`src/rtl/uart_reg_pkg.sv`:
```
package uart_reg_pkg;
    localparam int ADDR_W = 12;
    localparam int WORD_W = 32;
    localparam int IRQ_W  = 11;

    localparam logic [ADDR_W-1:0] OFS_DATA    = 12'h000;
    localparam logic [ADDR_W-1:0] OFS_RSTAT   = 12'h004;
    localparam logic [ADDR_W-1:0] OFS_FLAGS   = 12'h018;
    localparam logic [ADDR_W-1:0] OFS_IRCNT   = 12'h020;
    localparam logic [ADDR_W-1:0] OFS_DIVINT  = 12'h024;
    localparam logic [ADDR_W-1:0] OFS_DIVFRAC = 12'h028;
    localparam logic [ADDR_W-1:0] OFS_LINE    = 12'h02C;
    localparam logic [ADDR_W-1:0] OFS_CTRL    = 12'h030;
    localparam logic [ADDR_W-1:0] OFS_LEVEL   = 12'h034;
    localparam logic [ADDR_W-1:0] OFS_MASK    = 12'h038;
    localparam logic [ADDR_W-1:0] OFS_RAW     = 12'h03C;
    localparam logic [ADDR_W-1:0] OFS_MSKD    = 12'h040;
    localparam logic [ADDR_W-1:0] OFS_CLR     = 12'h044;
    localparam logic [ADDR_W-1:0] OFS_DMA     = 12'h048;

    localparam int IB_RX      = 4;
    localparam int IB_TX      = 5;
    localparam int IB_OVERRUN = 10;

    localparam int FB_RXE = 4;
    localparam int FB_RXF = 6;
    localparam int FB_TXE = 7;

    typedef enum logic {
        ACC_IDLE,
        ACC_READ_RESP
    } acc_state_t;

    function automatic logic [7:0] ident_byte(input logic [ADDR_W-1:0] a);
        case (a)
            12'hFE0: ident_byte = 8'h11;
            12'hFE4: ident_byte = 8'h10;
            12'hFE8: ident_byte = 8'h14;
            12'hFEC: ident_byte = 8'h00;
            12'hFF0: ident_byte = 8'h0D;
            12'hFF4: ident_byte = 8'hF0;
            12'hFF8: ident_byte = 8'h05;
            12'hFFC: ident_byte = 8'hB1;
            default: ident_byte = 8'h00;
        endcase
    endfunction
endpackage

```
`src/rtl/uart_rx_queue.sv`:
```
module uart_rx_queue #(
    parameter int DEPTH = 16,
    parameter int W     = 8
) (
    input  logic             clk,
    input  logic             rst_n,
    input  logic             push,
    input  logic [W-1:0]     din,
    input  logic             pop,
    output logic [W-1:0]     head,
    output logic [$clog2(DEPTH+1)-1:0] count,
    output logic             full,
    output logic             empty,
    output logic             dropped
);
    localparam int PW = (DEPTH > 1) ? $clog2(DEPTH) : 1;
    localparam int CW = $clog2(DEPTH+1);
    localparam logic [CW-1:0] FULL_CNT = CW'(DEPTH);
    localparam logic [PW-1:0] LAST_PTR = PW'(DEPTH-1);

    logic [W-1:0]  mem_q [DEPTH];
    logic [PW-1:0] wr_q, rd_q;
    logic [CW-1:0] cnt_q;
    logic          do_push, do_pop;

    assign full    = (cnt_q == FULL_CNT);
    assign empty   = (cnt_q == '0);
    assign do_push = push && !full;
    assign do_pop  = pop && !empty;
    assign dropped = push && full;
    assign head    = empty ? '0 : mem_q[rd_q];
    assign count   = cnt_q;

    always_ff @(posedge clk) begin
        if (do_push) mem_q[wr_q] <= din;
    end

    always_ff @(posedge clk) begin
        if (!rst_n) begin
            wr_q  <= '0;
            rd_q  <= '0;
            cnt_q <= '0;
        end else begin
            if (do_push) wr_q <= (wr_q == LAST_PTR) ? '0 : wr_q + 1'b1;
            if (do_pop)  rd_q <= (rd_q == LAST_PTR) ? '0 : rd_q + 1'b1;
            case ({do_push, do_pop})
                2'b10:   cnt_q <= cnt_q + 1'b1;
                2'b01:   cnt_q <= cnt_q - 1'b1;
                default: cnt_q <= cnt_q;
            endcase
        end
    end

    // occupancy never exceeds the depth
    a_r4_count_bounded: assert property (@(posedge clk) disable iff (!rst_n)
        cnt_q <= FULL_CNT);

    // a rejected push without a pop leaves the queue full
    a_r4_drop_keeps_full: assert property (@(posedge clk) disable iff (!rst_n)
        (push && full && !pop) |=> full);
endmodule

```
`src/rtl/uart_irq_status.sv`:
```
module uart_irq_status #(
    parameter int N = 11
) (
    input  logic         clk,
    input  logic         rst_n,
    input  logic [N-1:0] set_vec,
    input  logic [N-1:0] clr_vec,
    input  logic         mask_we,
    input  logic [N-1:0] mask_wdata,
    output logic [N-1:0] raw,
    output logic [N-1:0] mask,
    output logic [N-1:0] masked,
    output logic         irq
);
    logic [N-1:0] raw_q, mask_q;

    always_ff @(posedge clk) begin
        if (!rst_n) begin
            raw_q  <= '0;
            mask_q <= '0;
        end else begin
            raw_q <= (raw_q & ~clr_vec) | set_vec;
            if (mask_we) mask_q <= mask_wdata;
        end
    end

    assign raw    = raw_q;
    assign mask   = mask_q;
    assign masked = raw_q & mask_q;
    assign irq    = |masked;

    // a set request always lands, even against a same-cycle clear
    a_r11_set_wins: assert property (@(posedge clk) disable iff (!rst_n)
        (set_vec != '0) |=> ((raw_q & $past(set_vec)) == $past(set_vec)));

    // a clear not contested by a set removes the bit
    a_r7_clear_takes: assert property (@(posedge clk) disable iff (!rst_n)
        ((clr_vec & ~set_vec) != '0) |=> ((raw_q & $past(clr_vec & ~set_vec)) == '0));
endmodule

```
`src/rtl/uart_reg_frontend.sv`:
```
module uart_reg_frontend
    import uart_reg_pkg::*;
#(
    parameter int RXQ_DEPTH = 16
) (
    input  logic              clk,
    input  logic              rst_n,
    input  logic              bus_sel,
    input  logic              bus_write,
    input  logic [ADDR_W-1:0] bus_addr,
    input  logic [WORD_W-1:0] bus_wdata,
    output logic [WORD_W-1:0] bus_rdata,
    output logic              bus_rvalid,
    input  logic              rx_push,
    input  logic [7:0]        rx_byte,
    output logic              tx_valid,
    output logic [7:0]        tx_data,
    output logic              irq
);
    localparam int CW = $clog2(RXQ_DEPTH+1);

    acc_state_t state_q, state_d;

    logic rd_req, wr_req;
    assign rd_req = bus_sel && !bus_write;
    assign wr_req = bus_sel &&  bus_write;

    // storage registers
    logic [7:0]  ircnt_q, line_q;
    logic [15:0] divint_q, ctrl_q;
    logic [5:0]  divfrac_q, level_q;
    logic [2:0]  dma_q;

    // receive queue
    logic          q_pop, q_full, q_empty, q_drop;
    logic [7:0]    q_head;
    logic [CW-1:0] q_count;

    assign q_pop = rd_req && (bus_addr == OFS_DATA);

    uart_rx_queue #(.DEPTH(RXQ_DEPTH), .W(8)) u_rxq (
        .clk     (clk),
        .rst_n   (rst_n),
        .push    (rx_push),
        .din     (rx_byte),
        .pop     (q_pop),
        .head    (q_head),
        .count   (q_count),
        .full    (q_full),
        .empty   (q_empty),
        .dropped (q_drop)
    );

    // interrupt status
    logic [IRQ_W-1:0] set_vec, clr_vec, raw, mask, masked;
    logic             drain, dr_write, clr_write, mask_write;

    assign dr_write   = wr_req && (bus_addr == OFS_DATA);
    assign clr_write  = wr_req && (bus_addr == OFS_CLR);
    assign mask_write = wr_req && (bus_addr == OFS_MASK);
    assign drain      = q_pop && (q_count <= CW'(1));

    always_comb begin
        set_vec = '0;
        set_vec[IB_RX]      = rx_push;
        set_vec[IB_TX]      = dr_write;
        set_vec[IB_OVERRUN] = q_drop;
        clr_vec = clr_write ? bus_wdata[IRQ_W-1:0] : '0;
        clr_vec[IB_RX] = clr_vec[IB_RX] | drain;
    end

    uart_irq_status #(.N(IRQ_W)) u_irq (
        .clk        (clk),
        .rst_n      (rst_n),
        .set_vec    (set_vec),
        .clr_vec    (clr_vec),
        .mask_we    (mask_write),
        .mask_wdata (bus_wdata[IRQ_W-1:0]),
        .raw        (raw),
        .mask       (mask),
        .masked     (masked),
        .irq        (irq)
    );

    // flags
    logic [8:0] flags;
    always_comb begin
        flags = '0;
        flags[FB_RXE] = q_empty;
        flags[FB_RXF] = q_full;
        flags[FB_TXE] = 1'b1;
    end

    // storage register writes
    always_ff @(posedge clk) begin
        if (!rst_n) begin
            ircnt_q   <= '0;
            divint_q  <= '0;
            divfrac_q <= '0;
            line_q    <= '0;
            ctrl_q    <= '0;
            level_q   <= '0;
            dma_q     <= '0;
        end else if (wr_req) begin
            case (bus_addr)
                OFS_IRCNT:   ircnt_q   <= bus_wdata[7:0];
                OFS_DIVINT:  divint_q  <= bus_wdata[15:0];
                OFS_DIVFRAC: divfrac_q <= bus_wdata[5:0];
                OFS_LINE:    line_q    <= bus_wdata[7:0];
                OFS_CTRL:    ctrl_q    <= bus_wdata[15:0];
                OFS_LEVEL:   level_q   <= bus_wdata[5:0];
                OFS_DMA:     dma_q     <= bus_wdata[2:0];
                default: ;
            endcase
        end
    end

    // read mux
    logic [WORD_W-1:0] rd_mux;
    always_comb begin
        rd_mux = '0;
        case (bus_addr)
            OFS_DATA:    rd_mux = {24'h0, q_head};
            OFS_RSTAT:   rd_mux = '0;
            OFS_FLAGS:   rd_mux = {23'h0, flags};
            OFS_IRCNT:   rd_mux = {24'h0, ircnt_q};
            OFS_DIVINT:  rd_mux = {16'h0, divint_q};
            OFS_DIVFRAC: rd_mux = {26'h0, divfrac_q};
            OFS_LINE:    rd_mux = {24'h0, line_q};
            OFS_CTRL:    rd_mux = {16'h0, ctrl_q};
            OFS_LEVEL:   rd_mux = {26'h0, level_q};
            OFS_MASK:    rd_mux = {21'h0, mask};
            OFS_RAW:     rd_mux = {21'h0, raw};
            OFS_MSKD:    rd_mux = {21'h0, masked};
            OFS_CLR:     rd_mux = '0;
            OFS_DMA:     rd_mux = {29'h0, dma_q};
            default:     rd_mux = {24'h0, ident_byte(bus_addr)};
        endcase
    end

    // access state machine: state register
    always_ff @(posedge clk) begin
        if (!rst_n) state_q <= ACC_IDLE;
        else        state_q <= state_d;
    end

    always_comb begin
        state_d = state_q;
        unique case (state_q)
            ACC_IDLE:      state_d = rd_req ? ACC_READ_RESP : ACC_IDLE;
            ACC_READ_RESP: state_d = rd_req ? ACC_READ_RESP : ACC_IDLE;
        endcase
    end

    // access state machine: outputs
    always_comb begin
        unique case (state_q)
            ACC_IDLE:      bus_rvalid = 1'b0;
            ACC_READ_RESP: bus_rvalid = 1'b1;
        endcase
    end

    always_ff @(posedge clk) begin
        if (!rst_n)      bus_rdata <= '0;
        else if (rd_req) bus_rdata <= rd_mux;
    end

    // transmit strobe
    always_ff @(posedge clk) begin
        if (!rst_n) begin
            tx_valid <= 1'b0;
            tx_data  <= '0;
        end else begin
            tx_valid <= dr_write;
            if (dr_write) tx_data <= bus_wdata[7:0];
        end
    end

    // every read select is answered in the next cycle
    a_r2_read_answered: assert property (@(posedge clk) disable iff (!rst_n)
        rd_req |=> bus_rvalid);

    // data write produces a one-cycle strobe carrying the low byte
    a_r5_tx_strobe: assert property (@(posedge clk) disable iff (!rst_n)
        dr_write |=> (tx_valid && tx_data == $past(bus_wdata[7:0])));

    // push into a full queue raises overrun
    a_r4_overrun_flag: assert property (@(posedge clk) disable iff (!rst_n)
        (rx_push && q_full) |=> raw[IB_OVERRUN]);

    // a push leaves the queue non-empty
    a_r3_push_fills: assert property (@(posedge clk) disable iff (!rst_n)
        rx_push |=> !q_empty);
endmodule

```
`config.mk`:
```
export PLATFORM = sky130hd
export DESIGN_NAME = uart_reg_frontend
export DESIGN_NICKNAME = d
export VERILOG_FILES = /design/src/rtl/uart_reg_pkg.sv /design/src/rtl/uart_rx_queue.sv /design/src/rtl/uart_irq_status.sv /design/src/rtl/uart_reg_frontend.sv
export SDC_FILE = /design/constraint.sdc
export NUM_CORES = 1
export LEC_CHECK = 0
export BUFFER_PORTS_ARGS = -buffer_cell sky130_fd_sc_hd__buf_2
export CELL_PAD_IN_SITES_DETAIL_PLACEMENT = 1
export CELL_PAD_IN_SITES_GLOBAL_PLACEMENT = 2
export CORE_MARGIN = 1
export CORE_UTILIZATION = 43
export CTS_CLUSTER_SIZE = 10
export DETAILED_ROUTE_END_ITERATION = 7
export HOLD_SLACK_MARGIN = 0.05
export PLACE_DENSITY = 0.95
export SLEW_MARGIN = 20
export SYNTH_ARGS = -nofsm -noshare
export SYNTH_HDL_FRONTEND = slang
export SYNTH_SLANG_ARGS = --single-unit
```
`constraint.sdc`:
```
create_clock -name clk -period 5.8 [get_ports clk]
set_clock_uncertainty 0.05 [all_clocks]
set_input_delay 0.29 -clock clk [delete_from_list [all_inputs] [get_ports clk]]
set_output_delay 0.29 -clock clk [all_outputs]
set_load 0.05 [all_outputs]
```
# After elaboration in Yosys (flattened, before gate mapping)

Memories as Yosys holds them, arrays and structs flattened. A register that Yosys moved wholly into a read port is not among the register bits.
Cells that the tools add are included.

Add/sub/neg operators: 4
Order comparisons: 1
Equal/unequal tests: 25
Multiplexer cells: 13
Bitwise operators: 6
Reduce and logical (&&, ||, !) cells: 25

Operators by type and width:

| operator                                              | count |
|---|---|
| case mux 16 bit (13 select lines)                     | 1 |
| equality test 12 x 6 -> 1 bit (second input constant) | 8 |
| equality test 12 bit (second input constant)          | 7 |
| case mux 8 bit (7 select lines)                       | 1 |
| equality test 12 x 7 -> 1 bit (second input constant) | 3 |
| bitwise AND 11 bit                                    | 2 |
| 2-to-1 mux 4 bit                                      | 4 |
| AND reduction 2 bit                                   | 7 |
| equality test 12 x 3 -> 1 bit (second input constant) | 1 |
| equality test 12 x 5 -> 1 bit (second input constant) | 1 |
| logical NOT 12 bit                                    | 1 |
| 2-to-1 mux 11 bit                                     | 1 |
| inverter 11 bit                                       | 1 |
| bitwise OR 11 bit                                     | 1 |
| OR reduction 11 bit                                   | 1 |
| logical AND 1 bit                                     | 10 |
| case mux 5 bit (2 select lines)                       | 1 |
| adder 4 x 1 -> 4 bit (second input constant)          | 2 |
| equality test 4 bit (second input constant)           | 2 |
| 2-to-1 mux 8 bit                                      | 1 |
| adder 5 x 1 -> 5 bit (second input constant)          | 1 |
| equality test 5 bit (second input constant)           | 1 |
| <= comparator 5 x 1 -> 1 bit (second input constant)  | 1 |
| logical NOT 5 bit                                     | 1 |
| other kinds (10)                                      | 14 |

Flip-flop bits (word level): 140
Bits in writable memories: 128
Input bits: 57
Output and inout bits: 43
Memories: 1

Memory list:

| memory      | words | width | read ports | clocked after memory_dff | wr ports | RTL line            | RTL |
|---|---|---|---|---|---|---|---|
| u_rxq.mem_q | 16    | 8     | 1          | 1                        | 1        | uart_rx_queue.sv:21 | `logic [W-1:0] mem_q [DEPTH];` |

# Depth between registers and ports, before layout

Gate-level depths: netlist of run 1.

Depth after elaboration: 8
Mapped depth: 12
Gate-level depth less buffers: 11

# Cells and area by module

A second synthesis of run 1 with hierarchy kept.

Cell total of the unflattened synthesis: 991
Area, all modules: 11449.7 um^2

Modules (own cells, without submodules):

| module            | times used | cells each | area an instance (um^2) | seq. area each (um^2) |
|---|---|---|---|---|
| uart_rx_queue     | 1          | 327        | 5896.9                  | 4184.0 |
| uart_reg_frontend | 1          | 579        | 4657.0                  | 1781.7 |
| uart_irq_status   | 1          | 85         | 895.9                   | 440.4 |

# Least setup slack after synthesis of run 1

No wires, ideal clock.

Path kind: input to register
Start point: input bus_addr[3]
End point: register u_rxq.cnt_q[4] (netlist: u_rxq.count[4])
Library setup time: 0.115 ns
Arrival time: 2.442 ns
Path slack: 3.193 ns
Stages on the path: 10
Path buffers: 1
Cell sequence: buf_2 > nor4_4 > nand4_2 > nor3_4 > ha_1 > nand2_1 > or3_1 > a21oi_1 > xor2_1 > and2_1

Cells in the longest elaborated chain, start to end: 5

RTL lines:

| element                                                                      | RTL line                | RTL |
|---|---|---|
| start: declaration                                                           | uart_reg_frontend.sv:10 | `input logic [ADDR_W-1:0] bus_addr,` |
| logical NOT 12 bit (*)                                                       | uart_reg_frontend.sv:39 | `assign q_pop = rd_req && (bus_addr == OFS_DATA);` |
| logical AND 1 bit (*)                                                        | uart_reg_frontend.sv:39 |  |
| logical AND 1 bit (*)                                                        | uart_rx_queue.sv:29     | `assign do_pop = pop && !empty;` |
| named net u_rxq.do_pop                                                       | uart_rx_queue.sv:24     | `logic do_push, do_pop;` |
| equality test 2 x 1 -> 1 bit / equality test 2 bit (equally long branches)   | uart_rx_queue.sv:46     | `case ({do_push, do_pop})` |
| case mux 5 bit (2 select lines) / nonzero test 2 bit (equally long branches) | --                      |  |
| end signal: assignment                                                       | uart_rx_queue.sv:47     | `2'b10: cnt_q <= cnt_q + 1'b1;` |
| end signal: assignment                                                       | uart_rx_queue.sv:48     | `2'b01: cnt_q <= cnt_q - 1'b1;` |
| end signal: assignment                                                       | uart_rx_queue.sv:49     | `default: cnt_q <= cnt_q;` |
| end: declaration                                                             | uart_rx_queue.sv:23     | `logic [CW-1:0] cnt_q;` |

The timed path passes the listed nets; every way through them passes the cells marked *.
A chain may end at the register's enable or synchronous reset.

# Final worst setup path of run 1

Start point: register u_rxq.cnt_q[0] (netlist: u_rxq.count[0])
End point: register u_rxq.cnt_q[4] (netlist: u_rxq.count[4])

Cells in the longest elaborated chain, start to end: 5

RTL lines:

| element                                                                      | RTL line |
|---|---|
| equality test 5 bit / logical NOT 5 bit (equally long branches)              | uart_rx_queue.sv:26, uart_rx_queue.sv:27 |
| logical NOT 1 bit, on equally long branches                                  | uart_rx_queue.sv:28, uart_rx_queue.sv:29 |
| logical AND 1 bit, on equally long branches                                  | uart_rx_queue.sv:28, uart_rx_queue.sv:29 |
| equality test 2 x 1 -> 1 bit / equality test 2 bit (equally long branches)   | uart_rx_queue.sv:46 |
| case mux 5 bit (2 select lines) / nonzero test 2 bit (equally long branches) | -- |

Several ways; a longest one is shown, not always the timed one.

==> impl_summary.md, run 1 <==
Setup path
The data arrival time at the worst-slack endpoint is 3.63 ns. Among all stages on the critical path, the largest delay is contributed by sky130_fd_sc_hd__nor4bb_1. The largest single stage delay on the critical path is 0.83 ns. The data required time of the worst path is 6.19 ns. The kind of cell adding the most delay to the critical path is simple AND/OR/NAND/NOR gates.

The critical path class is reg2reg. The depth of the most critical reg-to-reg path is 11. STA classifies the critical path endpoint as a register. The worst setup slack for register-to-register paths is 2.57 ns. The endpoint of the worst-slack reg-to-reg timing path is u_rxq.count[4]. In this run the critical register-to-register path is launched from u_rxq.count[0].

The timing startpoint of the critical path is u_rxq.count[0]. The critical path goes through inv_1, ha_1, nor4bb_1, nor2b_1, inv_1, ha_1, nand2_1, or3_1, a21oi_1, xor2_1, and2_1. In this run the worst path has a maximum fanout of 8. The combined buffer and inverter count along the critical path is 2. The worst setup path is launched from a register.

Clocking
The clock root buffer master is sky130_fd_sc_hd__clkbuf_16. After clock tree synthesis, the clock-pin slew on the worst setup and hold paths is 0.06 ns. The number of sinks handled by clock tree synthesis is 256. The clock tree from TritonCTS is yes. The number of clock buffers added by TritonCTS is 30. In this run the deepest clock path goes through 3 buffers. In this run the number of H-tree levels came out at 1.

The worst-skew pair later-pin latency is 0.57 ns.

Cells and area
The core occupancy in the finished layout is 0.503. From synthesis to final layout, the design area changed by 13.6%. Of the cells placed in the final design, the portion with a size suffix greater than 1 is 0.169. The post-layout net count is 1094.

The final design area excluding fillers is 0.0128 mm². The number of antenna diodes in the final layout is 0. The count of fill cells added during filler insertion is 2677.

Floorplan
The horizontal die dimension is 164 µm. The number of top-level pins is 100. In this run the vertical extent of the chip is 164 µm.

The area inside the core boundary is 0.0255 mm². The initial core utilization is 0.443. The site row count is 58.

The floorplan step defined a die boundary enclosing 0.0269 mm².

GRT
The number of antenna violations at the first check in global routing is 0. The number of global-route vias before repair is 8196. Entering global routing, the biggest net connects 42 pins. The wire length of the first global-routing pass is 49300 µm. Summed over all layers, the global routing overflow is 0. The global-route usage over all layers is 0.246.

Placement
Port buffering added 67 buffers. The final HPWL from detailed placement is 21300 µm. The weighted congestion at the end of routability-driven global placement is 0.886. The post-detailed-placement cell area is 0.0118 mm².

Drt
The post-detailed-route via-to-cell ratio is 5.92. The via total after detailed routing is 8149. The remaining number of nets flagged by the antenna check after routing is 0. After detailed routing, the average wire length per cell comes to 23.7 µm. After the first detailed-routing iteration, the DRC count stood at 741. The first-pass iteration count of the detailed router is 5. For this run, design rule violations remaining after detail routing come to 0. The final layout contains routed wiring with a total length of 32600 µm.

Worst hold path
Counting instances, the worst hold path has a depth of 1. In this run the most critical hold path is launched from rx_byte[5]. The min-delay analysis places its worst path in the category in2reg. For hold timing, the worst endpoint is u_rxq.mem_q[4][5].

Pwr
VDD sags by at most 243 µV. The static leakage is 4.27 nW. In this run the power density over the cells is 302 mW/mm².

Yosys
The simple-gate portion of the synthesized area is 0.154. The flip-flop cell with the highest count after synthesis is sky130_fd_sc_hd__edfxtp_1. Synthesis instantiated 68 different standard cells from the library.

Of the total synthesized cell area, the portion taken by XOR and XNOR cells is 0.00543. The count of synthesis-stage warnings from yosys is 0. In this run, synthesis inferred 128 flip-flops with an integrated enable. Ranked by instance count, the synthesized netlist is headed by sky130_fd_sc_hd__nand2_1 (151), sky130_fd_sc_hd__dfxtp_1 (128), sky130_fd_sc_hd__edfxtp_1 (128). The part of the Yosys area used for sequential elements is 0.568. After synthesis, the largest family of logic cells by area is simple AND/OR/NAND/NOR gates. By area the synthesized netlist is led by sky130_fd_sc_hd__edfxtp_1 (34%), sky130_fd_sc_hd__dfxtp_1 (23%), sky130_fd_sc_hd__mux4_2 (7.4%). The most repeated cell in the gate-level netlist after synthesis is sky130_fd_sc_hd__nand2_1.

Counting flops and latches in the post-synthesis netlist gives 256. The count of mapped cells out of synthesis is 965. Of the total synthesized cell area, the portion taken by full adders, half adders and majority gates is 0.0111. The area fraction in compound gates after synthesis was 0.0975.

The average instance in the mapped netlist occupies 11.7 µm². The share of async-settable or async-resettable flops after synthesis is 0. The post-synth design cell area is 0.0113 mm². Of the post-synthesis cell area, the dominant cell type holds 0.341. The multiplexer share of the synthesized area is 0.125. The cell type contributing the most total cell area after synthesis is sky130_fd_sc_hd__edfxtp_1.

Run status
The flow ran to the end, and the final reports show no timing, DRC or antenna violations.

Flow run
Across the run, the number of max-cap violations was 0.

Timing
The final critical delay including setup and external delays is 3.23 ns. Setup repair after global routing left no endpoint under its margin. The max-slew violation count is 0. The total count of hold-check failures in the final report is 0.

The worst relative slew slack is 0.264. The top achievable clock speed is 309 MHz. For the pin with the worst max-slew slack, the measured transition is 1.10 ns. Of the available clock period, the critical path in the final layout requires 0.558.

Setup violations remaining at the end of the flow were counted as 0. Summed over all failing endpoints, the final setup total negative slack is 0 ns.
-- power by group --
part / switching (mW) / internal [mW] / leakage (nW) / total, mW
combinational: 0.159 / 0.0628 / 1.66 / 0.222
clock: 0.726 / 0.995 / 0.426 / 1.72
sequential: 0.0103 / 1.92 / 2.19 / 1.93
-- metrics by stage --
step | cells | hold WS [ns] | power [mW] | setup WS [ns]
2_1_floorplan | 980 | 0.327 | 2.10 | 3.19
3_3_place_gp | 1310 | 0.385 | 2.17 | 2.36
3_5_place_dp | 1310 | 0.395 | 2.17 | 2.26
4_1_cts | 1376 | 0.0531 | 3.89 | 2.55
5_1_grt | 1376 | 0.0638 | 3.97 | 2.30
6_report | 1376 | 0.0682 | 3.87 | 2.57
-- worst max path at each step --
stage | endpoint | cells after the start
2_1_floorplan | u_rxq.count[4] | 10
3_5_place_dp | divint_q[11] | 6
4_1_cts | bus_rdata[1] | 5
3_3_place_gp | divint_q[12] | 6
5_1_grt | bus_rdata[1] | 5
6_report | u_rxq.count[4] | 11
-- placed cells by master (no fill, tap or decap), types with 15 or more instances in the layout --
cell,synthesis,layout
sky130_fd_sc_hd__edfxtp_1,128,128
sky130_fd_sc_hd__mux4_2,37,37
sky130_fd_sc_hd__clkbuf_16,0,30
sky130_fd_sc_hd__conb_1,1,16
sky130_fd_sc_hd__dlygate4sd3_1,0,15
sky130_fd_sc_hd__a21boi_0,30,30
sky130_fd_sc_hd__mux2i_1,47,47
sky130_fd_sc_hd__nand2_1,151,151
sky130_fd_sc_hd__o21ai_0,21,21
sky130_fd_sc_hd__buf_2,15,67
sky130_fd_sc_hd__nor2_1,62,62
sky130_fd_sc_hd__nand3_1,15,15
sky130_fd_sc_hd__dfxtp_1,128,127
sky130_fd_sc_hd__a21oi_1,47,47
sky130_fd_sc_hd__clkbuf_1,34,16
sky130_fd_sc_hd__nor2b_1,26,26
-- routing by layer --
| layer | routed length, µm | vias up | track usage |
|---|---|---|---|
| li1 | - | 3639 | - |
| met1 | 14200 | 4107 | 0.344 |
| met2 | 15300 | 349 | 0.391 |
| met3 | 2380 | 54 | 0.0432 |
| met4 | 715 | 0 | 0.0703 |
| met5 | 0 | - | 0 |
-- final cells by class --
type / instances / area (µm²) / share of cell area
clock buffer: 49 / 852 / 0.0665
clock inverter: 2 / 38.8 / 0.00303
inverter: 11 / 41.3 / 0.00322
multi-input combinational: 636 / 4500 / 0.351
sequential: 256 / 6410 / 0.500
tap: 330 / 413 / 0.0322
timing repair buffer: 92 / 561 / 0.0437
-- registers in the layout, indices dropped and copies added (netlist names), 3 cells and up, named ones only --
register,count
bus_rdata,16
ctrl_q,16
divfrac_q,6
divint_q,16
dma_q,3
ircnt_q,8
level_q,6
line_q,8
tx_data,8
u_irq.mask,11
u_irq.raw,11
u_rxq.count,5
u_rxq.mem_q,128
u_rxq.rd_q,4
u_rxq.wr_q,4
-- worst reg2reg max path, cell delays in order, from the launching register on --
cell	delay, ns
sky130_fd_sc_hd__dfxtp_1	0.38
sky130_fd_sc_hd__inv_1	0.11
sky130_fd_sc_hd__ha_1	0.17
sky130_fd_sc_hd__nor4bb_1	0.83
sky130_fd_sc_hd__nor2b_1	0.38
sky130_fd_sc_hd__inv_1	0.14
sky130_fd_sc_hd__ha_1	0.26
sky130_fd_sc_hd__nand2_1	0.09
sky130_fd_sc_hd__or3_1	0.31
sky130_fd_sc_hd__a21oi_1	0.18
sky130_fd_sc_hd__xor2_1	0.07
sky130_fd_sc_hd__and2_1	0.15
-- repair_timing --
action	CTS	global route
resized for setup	0	0
hold endpoints to repair	41	0
buffers inserted	0	0
hold buffers	15	0
-- cells by family after synthesis --
logic type	Yosys count
simple gates	344
flops	256
compound gates	165
mux	94
buf+inv	88
fa+ha+maj	10
xor+xnor	7
other cells	1
(Power assumes the default switching activity.)
==> run 2, diff against run 1 <==
- CORE_UTILIZATION: 43 -> 40
- PLACE_DENSITY: 0.95 -> 0.9
- clock period: 5.8 -> 3.2 ns (I/O delays scaled with it)
==> impl_summary.md, run 2 (synthesized netlist as in run 1, its figures left out) <==
Run status
The flow ran to the end, and the final reports show no timing, DRC or antenna violations.

Floorplan
The area of the die is 0.0289 mm². Row generation in the floorplan step produced 61 rows. The area inside the core boundary is 0.0278 mm². The horizontal die dimension is 170 µm.

The vertical extent of the die is 170 µm. The initial core utilization is 0.406. The number of top-level pins is 100.

GRT
For met2 alone, demand over resource in global routing was 0.390. For met3 alone, demand over resource in global routing was 0.0309. The first global-routing pass estimated 50900 µm of wire.

For this run, global-route usage on met1 was measured as 0.318. Entering global routing, the biggest net connects 35 pins. The total overflow reported by the global router is 0.

In this run the most used layer during global routing was met2. The global-route usage over all layers is 0.235. The number of antenna violations at the first check in global routing is 0. The number of global-route vias before repair came to 8443.

Cells and area
Leaving out fill and tap cells, the most frequent cell in the layout is sky130_fd_sc_hd__nand2_1. After routing the design area is 0.0133 mm². The register with the most flip-flops in the layout has 128 of them.

The library cells used most frequently in the layout, excluding fill and tap cells, are sky130_fd_sc_hd__nand2_1 (151), sky130_fd_sc_hd__edfxtp_1 (128), sky130_fd_sc_hd__dfxtp_1 (127). The largest register by flop count is u_rxq.mem_q. Relative to the synthesized area, the layout overhead comes to 17.6%. The post-layout net count is 1146. The share of layout cells above drive strength 1 is 0.197. The non-filler instance count after layout is 1479. The number of antenna diodes is 0.

Timing
The max-slew violation count is 0. The total count of hold-check failures in the final report is 0. The top achievable clock speed is 370 MHz. The final critical delay including setup and external delays is 2.70 ns. Measured against its own limit, the worst slew margin works out to 0.434. Setup repair after global routing left no endpoint under its margin. The number of failing setup endpoints in the final timing report is 0. The transition time at the pin with the least slew margin is 0.849 ns. Setup slack closes at 0.496 ns. Setup total negative slack on the finished layout was measured at 0 ns. The share of the clock period used by the worst path is 0.845.

Drt
Using the TritonRoute via totals, the vias-per-cell ratio works out to 5.65. In this run the remaining antenna-violating nets after routing total 0. For this block, the via count after detailed routing is 8360. The number of remaining DRC errors is 0. In the final routed layout, each cell accounts on average for 23.0 µm.

The total length of routed wires is 34000 µm. In this run, the number of DRC markers left after iteration 0 of detailed routing was 615. The first-pass iteration count of the detailed router is 5.

Placement
The final HPWL from detailed placement is 23300 µm. The weighted congestion at the end of routability-driven global placement is 0.919. The number of placed instances, taps included is 1399. The number of buffers added on ports is 67. The post-detailed-placement cell area is 0.0121 mm². Timing analysis after detailed placement gives a worst setup slack of 0.501 ns.

Clocking
The number of buffers created by CTS is 30. After clock tree synthesis, the clock-pin slew on the worst setup and hold paths is 0.06 ns. The clock tree from TritonCTS is yes. Gates resized during post-CTS repair numbered 0.

The depth of the CTS H-tree is 1. The number of buffers on the longest clock path is 3. The worst-skew pair later-pin latency is 0.57 ns. Counting every sink on the clock net gives 256. In this run the clock root is driven by a sky130_fd_sc_hd__clkbuf_16.

Setup path
The maximum fanout encountered on the critical timing path is 7. The data arrival time at the worst-slack endpoint is 3.10 ns. At the worst endpoint, the required time is 3.60 ns. The worst setup path is captured at a register. The critical path is of the reg2reg type. The kind of start point of the critical path is a register.

Flow run
The tool flagged a number of max-cap violations equal to 0.

Pwr
The analysis attributes to cell leakage a power of 4.53 nW. The largest voltage drop on the vdd net is 412 µV. Dividing total power by cell area gives a power density of 527 mW/mm².

Worst hold path
The worst hold-check path type is in2reg.
## run 2: area by class of cell
cell class / count / area [µm²]
Clock buffer: 50 / 836
Clock inverter: 4 / 45.0
Fill cell: 2977 / 14500
Inverter: 11 / 41.3
Multi-Input combinational cell: 636 / 4500
Sequential cell: 256 / 6410
Tap cell: 378 / 473
Timing Repair Buffer: 144 / 978
## run 2: layer usage
layer,vias up,part of all wire
met4,0,0.028
met1,4249,0.44
met3,68,0.055
met2,298,0.48
li1,3745,-
met5,-,0
## run 2: what timing repair did
item | CTS | global route
hold buffers | 26 | 0
endpoints found under the hold margin | 221 | 0
setup buffers | 0 | 0
endpoints found under the setup margin | 0 | 0
## run 2: critical path, stage by stage (launching register included)
cell and delay, ns:
sky130_fd_sc_hd__dfxtp_1 0.47, sky130_fd_sc_hd__inv_1 0.10, sky130_fd_sc_hd__ha_1 0.21, sky130_fd_sc_hd__nor4b_1 0.14, sky130_fd_sc_hd__buf_4 0.18, sky130_fd_sc_hd__nor3_4 0.31
sky130_fd_sc_hd__ha_1 0.32, sky130_fd_sc_hd__nand2_1 0.09, sky130_fd_sc_hd__or3_1 0.31, sky130_fd_sc_hd__a21oi_1 0.18, sky130_fd_sc_hd__xor2_1 0.08, sky130_fd_sc_hd__and2_1 0.15
## run 2: power breakdown
group	internal (mW)	total, mW	switching, mW	leakage [nW]
registers	3.47	3.49	0.0196	2.19
clock network	1.77	3.08	1.31	0.422
logic	0.132	0.427	0.295	1.92
total	5.37	7.00	1.62	4.53
## run 2: stage by stage
| stage | hold slack (ns) | power (mW) | util |
|---|---|---|---|
| after CTS | 0.0604 | 7.05 | 0.478 |
| after floorplan | 0.197 | 3.81 | - |
| after global placement | 0.373 | 3.94 | 0.437 |
| after global routing | 0.118 | 7.20 | 0.478 |
| final | 0.0944 | 7.00 | 0.478 |
| after detailed placement | 0.380 | 3.96 | 0.437 |
## run 2: path summary, 6_finish.rpt
kind,end,start,slack [ns],cells past startpoint
min reg2reg,ctrl_q[3],ctrl_q[3],0.40,2
max reg2reg,u_rxq.count[4],u_rxq.count[0],0.50,11
min,bus_rdata[7],bus_addr[11],0.09,5
max,u_rxq.count[4],u_rxq.count[0],0.50,11
==> run 3, diff against run 2 <==
- ABC_AREA: not set -> 1
- CORE_UTILIZATION: 40 -> 33
- PLACE_DENSITY: 0.9 -> 0.87
- clock period: 3.2 -> 2.25 ns (I/O delays scaled with it)
==> impl_summary.md, run 3 <==
Pwr
For this design the static power due to leakage is 5.32 nW. Of the total power, the share spent switching nets is 0.228. The part of the power in registers is 0.491. In this run the power spent charging and discharging nets is 2.30 mW.

The total power per unit cell area is 728 mW/mm². The share of total power dissipated in combinational logic is 0.053. Internal power comes to 7.79 mW. The largest voltage drop on the vdd net is 560 µV.

After layout, the design draws a total of 10.1 mW. The share of total power dissipated in the clock network is 0.456.

Yosys
The cell type contributing the most total cell area after synthesis is sky130_fd_sc_hd__edfxtp_1. The synthesized design contains 256 register bits. The flip-flop cell with the highest count after synthesis is sky130_fd_sc_hd__edfxtp_1. Yosys mapped a number of flops with a built-in enable equal to 128. The average cell area after synthesis is 8.64 µm². The count of mapped cells out of synthesis is 1348. The most repeated cell in the gate-level netlist after synthesis is sky130_fd_sc_hd__nand2_1. After synthesis the cells add up to 0.0116 mm².

The part of the Yosys area used for sequential elements is 0.550. The Yosys step of the flow raised 0 warnings. Counting instances in the post-synthesis netlist gives the leading cell types as sky130_fd_sc_hd__nand2_1 (227), sky130_fd_sc_hd__inv_1 (156), sky130_fd_sc_hd__nor2_1 (130). In the post-synthesis netlist, the biggest area contributors are sky130_fd_sc_hd__edfxtp_1 (33%), sky130_fd_sc_hd__dfxtp_1 (22%), sky130_fd_sc_hd__nand2_1 (7.3%). The count of cell types in the netlist is 40. The share of async-settable or async-resettable flops after synthesis is 0. The share of synthesized area in the top cell type comes to 0.330.

Cells and area
Ranked by flip-flop count, first place goes to u_rxq.mem_q. In the layout the commonest cells are sky130_fd_sc_hd__nand2_1 (225), sky130_fd_sc_hd__inv_1 (155), sky130_fd_sc_hd__nor2_1 (129). The library cell used most frequently in the layout, excluding fill and tap cells, is sky130_fd_sc_hd__nand2_1. The register with the most flip-flops in the layout has 128 of them. The number of antenna diodes is 0.

The sequential cell area is 0.00641 mm². In the final layout, the share of cells above drive strength 1 is 0.143. The footprint of the multi-input gates is 0.00425 mm². The area growth from synthesis to layout is 19.0%. The count of fill cells added during filler insertion is 4120. The final design area excluding fillers is 0.0139 mm².

For this run, the share of the core covered by cells in the final layout is 0.400. The post-layout net count is 1532.

Clocking
The number of buffers created by CTS is 31. The clock drives 256 sinks. The clock tree from TritonCTS is yes.

The clock reaches the later pin of the worst-skew pair after 0.57 ns. The clock root buffer master is sky130_fd_sc_hd__clkbuf_16. The clock-pin slew on the worst setup and hold paths is 0.05 ns. The number of buffers on the longest clock path is 3. The depth of the CTS H-tree is 1.

Drt
The total length of routed wires is 35600 µm. The number of remaining DRC errors is 0. The first routing iteration left 568 violations.

The routed length per instance is 18.3 µm. The routed layout has 9758 vias. The post-detailed-route via-to-cell ratio is 5.03.

For this run, the detailed router's first-pass iteration total came to 7. Once detail routing completed, the nets flagged for antenna violations numbered 0.

Setup path
The category of the worst setup path capture point is a register. The maximum fanout encountered on the critical timing path is 26. The critical path class is in2reg.

The data required time of the worst path is 2.63 ns. For the worst setup path, the data arrival time is 2.47 ns. The kind of start point of the critical path is an input port.

Timing
Hold timing on the final database bottoms out at a slack of 0.0940 ns. The top achievable clock speed is 477 MHz. At the pin with the least slew margin, the transition time is 0.941 ns. Setup repair after global routing could not meet its margin everywhere.

The total count of hold-check failures in the final report is 0. Subtracting the final worst setup slack from the clock period gives 2.09 ns. The number of failing setup endpoints in the final timing report is 0. In this run the tightest slew margin relative to its limit is 0.373. Of the available clock period, the critical path in the final layout requires 0.931. The post-route setup TNS is 0 ns. The max-slew violation count is 0.

Floorplan
The vertical extent of the die is 190 µm. After floorplanning, the core was sized to cover 0.0346 mm². During I/O placement, the number of pins put on the boundary was 100. The initial core utilization is 0.336.

The floorplan step defined a die boundary enclosing 0.0361 mm². The horizontal die dimension is 190 µm. The site row count is 68.

Placement
Routability-driven placement finished with a final weighted congestion of 0.828. The final HPWL from detailed placement is 24300 µm. During placement, the flow inserted port buffers numbering 67. Summing all placed instances gives a cell area of 0.0126 mm².

Flow run
Across the run, the number of max-cap violations was 0.

Worst hold path
The worst hold-check path type is in2reg.

GRT
The number of global-route vias before repair is 9812. The number of antenna violations at the first check in global routing was 0. Entering global routing, the biggest net connects 94 pins.

The total overflow reported by the global router is 0. The wire length of the first global-routing pass is 55300 µm. For this run, the total global-route usage over all layers was measured as 0.198.

Run status
The run finished with clean final reports.
run 3: cell types whose count changed in the layout (fill, tap and decap cells not counted), moves of 47 or more:
cell,delta
sky130_fd_sc_hd__a21oi_1,+65
sky130_fd_sc_hd__nand2_1,+74
sky130_fd_sc_hd__nor2_1,+67
sky130_fd_sc_hd__nand3_1,+100
sky130_fd_sc_hd__inv_1,+144
sky130_fd_sc_hd__o21ai_0,+104
sky130_fd_sc_hd__mux2i_1,-47
run 3: per-layer routing:
metal / global-route usage / part of all wire / up-vias
met5: 0 / 0 / -
met1: 0.260 / 0.45 / 4792
met4: 0.0574 / 0.027 / 0
met2: 0.335 / 0.48 / 195
li1: - / - / 4716
met3: 0.0327 / 0.045 / 55
run 3: layout make-up:
type | count | share of cell area
multi-input cells | 862 | 0.307
clock buffers | 49 | 0.0645
well taps | 455 | 0.0411
clock inverters | 4 | 0.00262
inverters | 163 | 0.0447
flip-flops and latches | 256 | 0.462
repair buffers | 151 | 0.0780
run 3: path summary, 6_finish.rpt:
kind,slack [ns],cells after the start,endpoint,from
max,0.16,9,level_q[0],bus_write
min,0.09,6,bus_rdata[2],bus_addr[4]
max reg2reg,0.16,11,u_rxq.count[4],u_rxq.count[1]
min reg2reg,0.40,2,ircnt_q[3],ircnt_q[3]
run 3: power by group through the flow:
stage / Combinational [mW] / Sequential (mW) / Clock (mW)
floorplan: 0.285 / 5.05 / 0
global placement: 0.477 / 5.04 / 0
detailed placement: 0.491 / 5.05 / 0
CTS: 0.535 / 4.95 / 4.70
global route: 0.585 / 4.95 / 4.89
finish: 0.538 / 4.95 / 4.60
run 3: logic make-up (layout without fill, tap and decap cells):
family,after synthesis,count (layout),synth area share
compound gates,285,285,0.130
xor+xnor,3,3,0.00226
fa+ha+maj,10,10,0.0107
buf+inv,245,367,0.0919
flops,256,256,0.550
other cells,1,16,0.000322
simple gates,548,548,0.215
run 3: through the flow:
step | instances | worst slack, ns
after CTS | 1939 | 0.0664
final | 1940 | 0.155
after global placement | 1855 | 0.129
after detailed placement | 1855 | 0.0789
after global routing | 1940 | -0.0533
after floorplan | 1363 | 0.0800
run 3: critical path, cell delays in order:
cell and delay [ns]:
sky130_fd_sc_hd__dlygate4sd3_1 0.52, sky130_fd_sc_hd__buf_2 0.10, sky130_fd_sc_hd__nand2_1 0.04, sky130_fd_sc_hd__dlygate4sd3_1 0.58, sky130_fd_sc_hd__clkinv_1 0.07, sky130_fd_sc_hd__buf_4 0.30
sky130_fd_sc_hd__nand2_1 0.37, sky130_fd_sc_hd__o21ai_0 0.30, sky130_fd_sc_hd__a21oi_1 0.06
run 3: timing repair:
| item | CTS | global route |
|---|---|---|
| hold buffers | 31 | 0 |
| setup endpoints to repair | 0 | 11 |
| hold endpoints to repair | 226 | 0 |
| buffers inserted | 0 | 1 |
| resized for setup | 0 | 7 |
